[src/rtl/nxa_pkg.sv]
package nxa_pkg;

  typedef enum logic [2:0] {
    OP_JUMP  = 3'd0,
    OP_LINK  = 3'd1,
    OP_DEC1  = 3'd2,
    OP_DEC2  = 3'd3,
    OP_ZERO  = 3'd4,
    OP_NZERO = 3'd5,
    OP_NNEG  = 3'd6,
    OP_RSVD  = 3'd7
  } nxa_op_e;

  typedef enum logic [1:0] {
    WSRC_NONE = 2'd0,
    WSRC_LINK = 2'd1,
    WSRC_DEC  = 2'd2
  } nxa_wsrc_e;

endpackage

[src/rtl/nxa_rst_sync.sv]
module nxa_rst_sync #(
  parameter int STAGES = 2
) (
  input  logic clk,
  input  logic rst_n,
  output logic rst_sync_n
);

  logic [STAGES-1:0] sync_q;

  always_ff @(posedge clk or negedge rst_n) begin
    if (!rst_n) sync_q <= '0;
    else        sync_q <= {sync_q[STAGES-2:0], 1'b1};
  end

  assign rst_sync_n = sync_q[STAGES-1];

endmodule

[src/rtl/nxa_addr.sv]
module nxa_addr #(
  parameter int ADDR_W    = 16,
  parameter int INSN_STEP = 2
) (
  input  logic [ADDR_W-1:0] ilr_i,
  input  logic [ADDR_W-1:0] zbase_i,
  input  logic [ADDR_W-1:0] zidx_i,
  output logic [ADDR_W-1:0] target_o,
  output logic [ADDR_W-1:0] seq_o
);

  localparam logic [ADDR_W-1:0] STEP_V = ADDR_W'(INSN_STEP);

  // Carry out of the top address bit is dropped in both sums.
  assign target_o = zbase_i + zidx_i;
  assign seq_o    = ilr_i + STEP_V;

endmodule

[src/rtl/nxa_cond.sv]
module nxa_cond
  import nxa_pkg::*;
#(
  parameter int DATA_W = 32
) (
  input  logic [2:0]        op_i,
  input  logic [DATA_W-1:0] h_i,
  output logic              taken_o,
  output nxa_wsrc_e         wsrc_o,
  output logic [DATA_W-1:0] dec_o
);

  localparam logic [DATA_W-1:0] ONE_V = DATA_W'(1);
  localparam logic [DATA_W-1:0] TWO_V = DATA_W'(2);

  logic h_zero, h_one, h_neg;
  logic [DATA_W-1:0] dec_step;

  assign h_zero = (h_i == '0);
  assign h_one  = (h_i == ONE_V);
  assign h_neg  = h_i[DATA_W-1];

  always_comb begin
    taken_o  = 1'b0;
    wsrc_o   = WSRC_NONE;
    dec_step = ONE_V;
    unique case (nxa_op_e'(op_i))
      OP_JUMP:  taken_o = 1'b1;
      OP_LINK: begin
        taken_o = 1'b1;
        wsrc_o  = WSRC_LINK;
      end
      OP_DEC1: begin
        if (!h_zero) begin
          taken_o = 1'b1;
          wsrc_o  = WSRC_DEC;
        end
      end
      OP_DEC2: begin
        dec_step = TWO_V;
        if (!h_zero && !h_one) begin
          taken_o = 1'b1;
          wsrc_o  = WSRC_DEC;
        end
      end
      OP_ZERO:  taken_o = h_zero;
      OP_NZERO: taken_o = !h_zero;
      OP_NNEG:  taken_o = !h_neg;
      default:  taken_o = 1'b0;
    endcase
  end

  assign dec_o = h_i - dec_step;

endmodule

[src/rtl/nxa_branch_unit.sv]
module nxa_branch_unit
  import nxa_pkg::*;
#(
  parameter int ADDR_W    = 16,
  parameter int DATA_W    = 32,
  parameter int INSN_STEP = 2
) (
  input  logic              clk,
  input  logic              rst_n,
  input  logic              issue,
  input  logic [2:0]        op,
  input  logic [ADDR_W-1:0] ilr,
  input  logic [DATA_W-1:0] h_val,
  input  logic [ADDR_W-1:0] z_base,
  input  logic [ADDR_W-1:0] z_index,
  output logic [ADDR_W-1:0] nxt_ilr,
  output logic              taken,
  output logic              h_we,
  output logic [DATA_W-1:0] h_wdata,
  output logic              done
);

  localparam int PAD_W = DATA_W - ADDR_W;

  logic              rst_q_n;
  logic [ADDR_W-1:0] target, seq;
  logic              cond_taken;
  nxa_wsrc_e         wsrc;
  logic [DATA_W-1:0] dec_val, link_val;

  logic [ADDR_W-1:0] ilr_d, ilr_q;
  logic              tk_d, tk_q;
  logic              we_d, we_q;
  logic [DATA_W-1:0] wd_d, wd_q;
  logic              done_d, done_q;

  nxa_rst_sync #(.STAGES(2)) u_rst (
    .clk        (clk),
    .rst_n      (rst_n),
    .rst_sync_n (rst_q_n)
  );

  nxa_addr #(.ADDR_W(ADDR_W), .INSN_STEP(INSN_STEP)) u_addr (
    .ilr_i    (ilr),
    .zbase_i  (z_base),
    .zidx_i   (z_index),
    .target_o (target),
    .seq_o    (seq)
  );

  nxa_cond #(.DATA_W(DATA_W)) u_cond (
    .op_i    (op),
    .h_i     (h_val),
    .taken_o (cond_taken),
    .wsrc_o  (wsrc),
    .dec_o   (dec_val)
  );

  generate
    if (PAD_W > 0) begin : g_pad
      assign link_val = {{PAD_W{1'b0}}, seq};
    end else begin : g_trunc
      assign link_val = seq[DATA_W-1:0];
    end
  endgenerate

  // Next-state logic
  always_comb begin
    ilr_d  = cond_taken ? target : seq;
    tk_d   = cond_taken;
    done_d = issue;
    we_d   = issue && (wsrc != WSRC_NONE);
    unique case (wsrc)
      WSRC_LINK: wd_d = link_val;
      WSRC_DEC:  wd_d = dec_val;
      default:   wd_d = '0;
    endcase
  end

  // Registers: the results are held while issue is low
  always_ff @(posedge clk or negedge rst_q_n) begin
    if (!rst_q_n) begin
      ilr_q <= '0;
      tk_q  <= 1'b0;
      wd_q  <= '0;
    end else if (issue) begin
      ilr_q <= ilr_d;
      tk_q  <= tk_d;
      wd_q  <= wd_d;
    end
  end

  always_ff @(posedge clk or negedge rst_q_n) begin
    if (!rst_q_n) begin
      done_q <= 1'b0;
      we_q   <= 1'b0;
    end else begin
      done_q <= done_d;
      we_q   <= we_d;
    end
  end

  assign nxt_ilr = ilr_q;
  assign taken   = tk_q;
  assign h_we    = we_q;
  assign h_wdata = wd_q;
  assign done    = done_q;

  assert_we_needs_done_R2: assert property (@(posedge clk) disable iff (!rst_q_n)
    h_we |-> done);

  assert_done_after_issue_R2: assert property (@(posedge clk) disable iff (!rst_q_n)
    issue |=> done);

  assert_idle_hold_R11: assert property (@(posedge clk) disable iff (!rst_q_n)
    !issue |=> ($stable(nxt_ilr) && !done && !h_we));

  assert_taken_target_R9: assert property (@(posedge clk) disable iff (!rst_q_n)
    (done && taken) |-> (nxt_ilr == ADDR_W'($past(z_base) + $past(z_index))));

  assert_fall_through_R9: assert property (@(posedge clk) disable iff (!rst_q_n)
    (done && !taken) |-> (nxt_ilr == ADDR_W'($past(ilr) + ADDR_W'(INSN_STEP))));

  assert_dec2_guard_R6: assert property (@(posedge clk) disable iff (!rst_q_n)
    (done && h_we && ($past(op) == 3'(OP_DEC2))) |-> ($past(h_val) > DATA_W'(1)));

  assert_quiet_wdata_R12: assert property (@(posedge clk) disable iff (!rst_q_n)
    (done && !h_we) |-> (h_wdata == '0));

endmodule

[config.mk]
export PLATFORM = sky130hd
export DESIGN_NAME = nxa_branch_unit
export DESIGN_NICKNAME = d
export VERILOG_FILES = /design/src/rtl/nxa_pkg.sv /design/src/rtl/nxa_rst_sync.sv /design/src/rtl/nxa_addr.sv /design/src/rtl/nxa_cond.sv /design/src/rtl/nxa_branch_unit.sv
export SDC_FILE = /design/constraint.sdc
export NUM_CORES = 1
export LEC_CHECK = 0
export BUFFER_PORTS_ARGS = -buffer_cell sky130_fd_sc_hd__buf_2
export CAP_MARGIN = 20
export CORE_ASPECT_RATIO = 0.9
export CORE_MARGIN = 8
export CORE_UTILIZATION = 52
export CTS_BUF_LIST = sky130_fd_sc_hd__clkbuf_8
export DETAILED_ROUTE_END_ITERATION = 10
export GPL_TIMING_DRIVEN = 0
export PLACE_DENSITY = 0.79
export SLEW_MARGIN = 20
export SYNTH_ARGS = -nofsm -noshare
export SYNTH_HDL_FRONTEND = slang
export SYNTH_SLANG_ARGS = --single-unit
[constraint.sdc]
create_clock -name clk -period 1.8 [get_ports clk]
set_clock_uncertainty 0.05 [all_clocks]
set_input_delay 0.36 -clock clk [delete_from_list [all_inputs] [get_ports clk]]
set_output_delay 0.36 -clock clk [all_outputs]
set_load 0.01 [all_outputs]
Word-level counts from Yosys, hierarchy flattened

Index checks and enable logic that the tools add are counted.
Widths: inputs -> output; s select.

Equal/unequal tests: 9
Div/mod/pow operators: 0
Add/sub/neg operators: 3
Shift-type cells: 0
Multiply operators: 0
Bitwise operators: 0
Muxes and demuxes: 9
Reduce and logical (&&, ||, !) cells: 9
Order comparisons: 0

Operator list:

| cell                  | number |
|---|---|
| $pmux 32 s2           | 1 |
| $eq 32x1->1 const B   | 1 |
| $logic_not 32->1      | 1 |
| $sub 32x2->32         | 1 |
| $add 16x16->16        | 1 |
| $add 16x2->16 const B | 1 |
| $mux 16               | 1 |
| $eq 3x3->1 const B    | 3 |
| $eq 3x2->1 const B    | 2 |
| $mux 2                | 3 |
| $pmux 1 s6            | 1 |
| $pmux 2 s3            | 1 |
| $eq 3x1->1 const B    | 1 |
| $logic_not 1->1       | 3 |
| $logic_not 3->1       | 1 |
| $eq 2x1->1 const B    | 1 |
| $eq 2x2->1 const B    | 1 |
| $logic_and 1x1->1     | 2 |
| $mux 1                | 2 |
| $reduce_bool 2->1     | 1 |
| $reduce_or 2->1       | 1 |

Memories kept: 0
Bits in read-only memories: 0
Bits in latches: 0
Register bits after elaboration: 53
Bits in writable memories: 0

Longest topological paths before layout

Gate-level depths: netlist of run 1.

Word-level depth: 7
Mapped depth: 12

By module

A second synthesis of run 1 with hierarchy kept.

Cell total of the unflattened synthesis: 467
Area total of the unflattened synthesis: 4066.4 µm²

Modules (own cells, without submodules):

| module          | times used | sequential area each (µm²) | cells each | area each (µm²) |
|---|---|---|---|---|
| nxa_branch_unit | 1          | 1276.2                     | 220        | 2254.7 |
| nxa_addr        | 1          | 0.0                        | 130        | 957.2 |
| nxa_cond        | 1          | 0.0                        | 114        | 800.8 |
| nxa_rst_sync    | 1          | 50.0                       | 3          | 53.8 |

Least setup slack after synthesis of run 1

OpenSTA, ideal clock, no wires.

Kind: input-to-reg
Start point: input port h_val[26]
End point: register ilr_q[8], in the netlist nxt_ilr[8]
Stages on the path: 8
Buffers on the path: 2
Setup slack: -1165 ps
Required time: 1624 ps
Data arrival time: 2789 ps
Cell sequence: or4_4 > or4_4 > nor4_2 > mux2_1 > or3_1 > buf_6 > buf_8 > a221o_1

Word-level cells in the longest chain between the ends: 6
Elaborated cells between the ends (all ways): 9
Classes of those cells: 1 x eq/ne; 4 x mux; 4 x reduce/logical

RTL lines:

| what                                                   | RTL line                       | text |
|---|---|---|
| from (decl)                                            | nxa_branch_unit.sv:13          | `input logic [DATA_W-1:0] h_val,` |
| $eq 32x1->1 / $logic_not 32->1 (equally long branches) | nxa_cond.sv:20, nxa_cond.sv:19 |  |
| $logic_not 1->1, on equally long branches              | -                              |  |
| $logic_and 1x1->1                                      | nxa_cond.sv:41                 | `if (!h_zero && !h_one) begin` |
| $mux 1                                                 | nxa_cond.sv:41                 |  |
| $pmux 1 s6 *                                           | nxa_cond.sv:27                 | `unique case (nxa_op_e'(op_i))` |
| $mux 16 *                                              | nxa_branch_unit.sv:69          | `ilr_d = cond_taken ? target : seq;` |
| to (signal assigned)                                   | nxa_branch_unit.sv:87          | `ilr_q <= ilr_d;` |
| to (decl)                                              | nxa_branch_unit.sv:31          | `logic [ADDR_W-1:0] ilr_d, ilr_q;` |

Mark *: on every way between the ends. The rest lies on a longest branch, timed or not.
A chain may end at the register's enable or synchronous reset.

Worst setup path in the final report of run 1

Start point: input port h_val[2]
End point: register ilr_q[8], in the netlist nxt_ilr[8]

The elaborated chain is that of the path after synthesis.

==> results.cfg, run 1 <==
[sta]
setup_ws_ns = -0.999
setup_viol = 50
fin_crit_ns = 2.80
tightest_slew_ns = 0.698
slew_headroom = 0.534
finalSetupTns_ns = -39.05
rsz0062_at_grt = true
holdWs_ns = 0.172
final_hold_viol_count = 0
slew_violations = 0
period_share = 1.55
max_freq_ghz = 0.357

[global_route]
grt_max_degree = 35
overflow = 0
met1_usage = 0.288
grt_first_pass_wirelength_um = 19600
top_usage_layer = met2
first_global_vias = 4022
grt_use_met2 = 0.382
grt_util_met3 = 0.0656
track_usage = 0.230
antenna_found_initial = 1

[status]
outcome = finished, violations left
violations = setup timing

[setup_path]
path_class = in2reg
start_kind = input port
slowest_delay_ns = 0.52
cp_max_fo = 7
arrival_ns = 2.96
worstPathCellList = buf_8, or4_4, or4_4, nor4_4, mux2_4, or3_4, buf_8, a221o_1
required_ns = 1.96
slowest_stage = or4_4
worstSetupEndpointType = flip-flop

[logic_synthesis]
synthesis.area_um2 = 3780
synth_common_cells = dfrtp_1 (53), nor2_1 (44), nand2_1 (33)
synth_edf_count = 0
synth.largest_area_cell = dfrtp_1
ys_seq_area_frac = 0.350
synthMostInstantiatedCell = dfrtp_1
yosys_register_bits = 53
async_flop_share = 1.00
synth_top_cells_by_area = dfrtp_1 (35%), ha_1 (7.3%), xnor2_1 (7.2%), xor2_1 (5.1%), nor2_1 (4.4%)
synth_cells = 417
synth.avg_cell_area_um2 = 9.08
synth_ff_type = dfrtp_1
synth_fp_nets = 527
synth_warnings = 0
netlist.area_leader.share = 0.350
synth_cell_types = 58

[cts]
clock_latency_ns = 0.31
cts_buffers = 5
path_clk_slew_ns = 0.10
cts_tree = built
htree_levels = 2
clock-sinks = 53
clock_path_buffers = 2
cts_root_buffer = clkbuf_8

[die]
dieWidth_um = 106
rows = 29
die_h_um = 96.9
core_area_um2 = 7040
die-area_um2 = 10300
ios = 137
start_util = 0.538

[final_layout]
finalNonFillerCells = 686
drive_gt1_frac = 0.417
nNetsFinal = 701
fillers = 486
syn2layout_area_growth_pct = 44.3

[placement]
dp_cells = 647
dp_slack_ns = -1.85
io_buffers = 136
dp_hpwl_um = 9370
gp_congestion = 0.886

[drt]
first_iter_violations = 170
drt_pass1_iterations = 4
drc = 0
wl_per_cell_um = 18.7
antenna_left = 0
routed_via_density = 5.79
vias = 3974
postRouteWirelength_um = 12800

[power_and_ir_drop]
p_leak_nw = 2.54
ir_worst_vdd_v = 0.000405
cellPowerDensity_nw_per_um2 = 575

[worst_hold_path]
hp-class = reg2async

[flow_run]
cap_violations = 0
## kinds of logic after synthesis
kind of cell | synth area share
adder cells (fa/ha/maj) | 0.0833
XOR/XNOR | 0.123
AND/OR/NAND/NOR | 0.194
multiplexers | 0.0221
other | 0.000991
flip-flops | 0.350
buffers and inverters | 0.0321
AO/OA/AOI/OAI | 0.195
## critical path, delay by kind of cell
| kind | cells | cell delay, ns |
|---|---|---|
| buf+inv | 2 | 0.27 |
| simple gates | 4 | 1.69 |
| compound gates | 1 | 0.28 |
| mux | 1 | 0.34 |
## repair_timing
item,in CTS,in global routing
endpoints found under the hold margin,2,0
resized for setup,32,25
cloned,3,1
hold buffers,1,0
setup endpoints to repair,50,50
pin swaps,8,16
buffers inserted,17,9
## sequential cells by signal, indices dropped and copies added, names as in the netlist
| register | flops |
|---|---|
| h_we | 1 |
| u_rst.sync_q | 2 |
| nxt_ilr | 16 |
| done | 1 |
| taken | 1 |
| h_wdata | 32 |
## through the flow
stage               area, um2  power (W)   util
floorplan                4030    0.00193      -
global placement         4820    0.00228  0.685
detailed placement       4840    0.00231  0.688
CTS                      5270    0.00306  0.749
global route             5460    0.00329  0.776
finish                   5460    0.00314  0.776
## worst paths after layout
kind                                 start     endpoint  slack, ns  depth (start not counted)
max                               h_val[2]   nxt_ilr[8]       -1.0                          8
min                        u_rst.sync_q[1]  h_wdata[15]       0.17                          0
max reg2reg                     nxt_ilr[9]   nxt_ilr[9]       0.76                          2
min reg2reg                u_rst.sync_q[1]  h_wdata[15]       0.17                          0
max in group asynchronous  u_rst.sync_q[1]  nxt_ilr[15]       0.99                          1
min in group clk                     issue         done       0.20                          1
## where the power goes
part           switching, W  total, W  internal [W]
Sequential        0.0000701   0.00136       0.00129
Combinational      0.000574   0.00109      0.000512
Clock              0.000426  0.000696      0.000270
Total               0.00107   0.00314       0.00207
## per-layer routing
metal,vias to the layer above,wire (um)
li1,1879,-
met1,1901,5340
met2,175,6210
met3,19,1060
met4,0,195
met5,-,0
## cells in the final DEF (no fill, tap or decap), types with 4 or more instances in the layout
cell type | netlist | routed
a22oi_1 | 6 | 6
o21ai_0 | 11 | 5
a21oi_2 | 1 | 4
dfrtp_1 | 53 | 52
buf_4 | 0 | 22
clkbuf_8 | 0 | 8
inv_1 | 11 | 11
nor2b_1 | 5 | 4
nand3_1 | 13 | 9
a221o_1 | 6 | 6
mux2i_1 | 5 | 4
nor3_1 | 16 | 9
xnor2_1 | 31 | 31
nand2_1 | 33 | 27
a21o_1 | 9 | 9
or4_4 | 2 | 5
nor4_1 | 6 | 5
xor2_1 | 22 | 22
buf_2 | 1 | 131
nor2_1 | 44 | 40
clkbuf_1 | 11 | 7
nand3_4 | 0 | 4
o2bb2ai_2 | 0 | 10
o2bb2ai_1 | 18 | 8
a31oi_1 | 6 | 6
buf_8 | 1 | 6
o21ai_1 | 0 | 6
a21oi_1 | 22 | 19
nand2_2 | 0 | 4
nor3_4 | 0 | 4
nor2_2 | 1 | 4
ha_1 | 22 | 19
buf_6 | 1 | 4
## layout make-up
cell class              instances  area (um2)  area share
multi-input cells             337        2700       0.494
clock inverters                 3        18.8     0.00344
flip-flops and latches         53        1330       0.243
diodes                          1        2.50    0.000458
clock buffers                   5        68.8      0.0126
repair buffers                168        1050       0.192
plain buffers                  14         138      0.0252
inverters                      12        45.0     0.00825
well taps                      93         116      0.0213
Power figures use the tool's default switching activity.
==> run 2, diff against run 1 <==
Settings changed: PLACE_DENSITY 0.79 to not set, PLACE_DENSITY_LB_ADDON set to 0.1, REMOVE_ABC_BUFFERS set to 1.
==> run 2 against run 1 <==
Compared with the run above: the run still ends with setup timing left; clock power down 2%; sequential share of layout area up 1.1 points; combinational power shrank 9%; largest power group unchanged; final cell count down 2.8%; maximum frequency grew 0.98%; non-clock buffer count down 19; register-to-register slack gained 0.05 ns; critical path type unchanged; sequential power hardly changed; setup slack better by 0.027 ns; global-route usage decreased by 0.72 points; via count is 4.2% lower; hold slack improved by 0.074 ns.
==> results.cfg, run 2 (synthesized netlist as in run 1, its figures left out) <==
[drt]
first_iter_violations = 187
postRouteWirelength_um = 12000
wl_per_cell_um = 18.0
drc = 0
drt_pass1_iterations = 5
vias = 3808
routed_via_density = 5.71
antenna_left = 0

[global_route]
antenna_found_initial = 1
first_global_vias = 3885
grt_first_pass_wirelength_um = 19000
grt_max_degree = 52
overflow = 0
track_usage = 0.223

[sta]
rsz0062_at_grt = true
setup_viol = 50
tightest_slew_ns = 0.993
setup_ws_ns = -0.972
fin_crit_ns = 2.77
slew_headroom = 0.337
max_freq_ghz = 0.361
period_share = 1.54
slew_violations = 0
final_hold_viol_count = 0

[cts]
cts_tree = built
clock-sinks = 53
cts_buffers = 5
clock_latency_ns = 0.31
clock_path_buffers = 2
cts_root_buffer = clkbuf_8
htree_levels = 2
path_clk_slew_ns = 0.10

[setup_path]
crit_family = simple AND/OR/NAND/NOR gates
rrSetupSlack_ns = 0.81
cp_num_cells = 8
path_class = in2reg
worstSetupEndpointType = flip-flop
cp_max_fo = 7
slowest_stage = or4_4
worstPathCellList = buf_8, or4_4, or4_4, nor4_4, mux2_4, or3_4, buf_6, a221o_1
cp-startpoint = h_val[26]
path_common_cell = or4_4
slowest_delay_ns = 0.54
start_kind = input port
required_ns = 1.96
arrival_ns = 2.93
r2r_start = nxt_ilr[14]
r2r-end = nxt_ilr[14]
critPathBufInv = 2
crit_path_end = nxt_ilr[8]
worstRegToRegCells = 2

[power_and_ir_drop]
combinationalPowerShare = 0.326
ir_worst_vdd_v = 0.000363
switching_share = 0.337
cellPowerDensity_nw_per_um2 = 581
switchingPower_w = 0.00102
power.internal_w = 0.00202
power_frac_seq = 0.450
power.share.clock = 0.224
p_leak_nw = 2.44
total_power_w = 0.00304

[final_layout]
layout_commonest_cell = buf_2
drive_gt1_frac = 0.395
nNetsFinal = 683
antenna_cells = 0
fin_area_um2 = 5230
largest_reg_flops = 32
syn2layout_area_growth_pct = 38.2
mostFrequentLayoutCells = buf_2 (134), dfrtp_1 (52), nor2_1 (39)

[placement]
dp_hpwl_um = 8450
placed_area_um2 = 4520
io_buffers = 136
gp_congestion = 0.829

[die]
die-area_um2 = 10300
start_util = 0.538
core_area_um2 = 7040
rows = 29
dieWidth_um = 106
ios = 137
die_h_um = 96.9

[status]
violations = setup timing
outcome = finished, violations left

[worst_hold_path]
hp-class = in2reg

[flow_run]
cap_violations = 0
[run 2: cell count changes in the layout (fill, tap and decap cells not counted), sizes merged]
cell,before,now
inv,13,14
clkbuf,19,5
nand3,13,14
buf,167,162
clkinvlp,2,1
diode,1,0
[run 2: power groups by stage]
stage | combinational (W) | clock, W | sequential (W)
after floorplan | 0.000447 | 0 | 0.00143
after global placement | 0.000829 | 0 | 0.00139
after detailed placement | 0.000853 | 0 | 0.00139
after CTS | 0.000951 | 0.000695 | 0.00137
after global routing | 0.00109 | 0.000735 | 0.00138
final | 0.000992 | 0.000681 | 0.00137
[run 2: tightest hold or removal path: stages]
cell	delay, ns
buf_2	0.09
a22oi_1	0.06
o21ai_0	0.07
[run 2: metal layers]
layer	vias to the layer above	global-route usage	wire length, um	part of all wire
met5	-	0	8	0.00067
met4	2	0.0627	178	0.015
met3	17	0.0564	943	0.079
met2	134	0.341	5660	0.47
met1	1820	0.303	5210	0.43
li1	1835	-	-	-
[run 2: what timing repair did]
action / CTS / global route
resized for setup: 61 / 32
setup endpoints to repair: 50 / 50
setup buffers: 20 / 5
endpoints found under the hold margin: 2 / 0
hold buffers: 1 / 0
pin swaps: 13 / 14
cloned: 1 / 0
[run 2: how the worst min path moves through the flow]
stage                       from         endpoint  cells past startpoint
after floorplan            rst_n  u_rst.sync_q[0]                      0
after global placement     rst_n  u_rst.sync_q[1]                      1
after detailed placement   rst_n  u_rst.sync_q[0]                      1
after CTS                 ilr[0]       h_wdata[0]                      3
after global routing      ilr[0]       h_wdata[0]                      3
final                     ilr[0]       h_wdata[0]                      3
[run 2: cell type report]
class	instances	area, um2
multi-input combinational	338	2690
fill	564	1810
sequential	53	1330
timing repair buffer	163	970
tap	93	116
clock buffer	5	68.8
inverter	12	45.0
clock inverter	3	15.0
[run 2: metrics by stage]
stage,util,instances,worst slack [ns],hold slack [ns],TNS [ns]
3_5_place_dp,0.642,632,-1.85,0.0955,-78.13
4_1_cts,0.715,662,-0.969,0.248,-40.29
6_report,0.743,667,-0.972,0.247,-41.59
3_3_place_gp,0.640,631,-2.20,0.0940,-104.64
5_1_grt,0.743,667,-1.06,0.276,-44.76
2_1_floorplan,-,402,-1.45,0.0144,-52.57
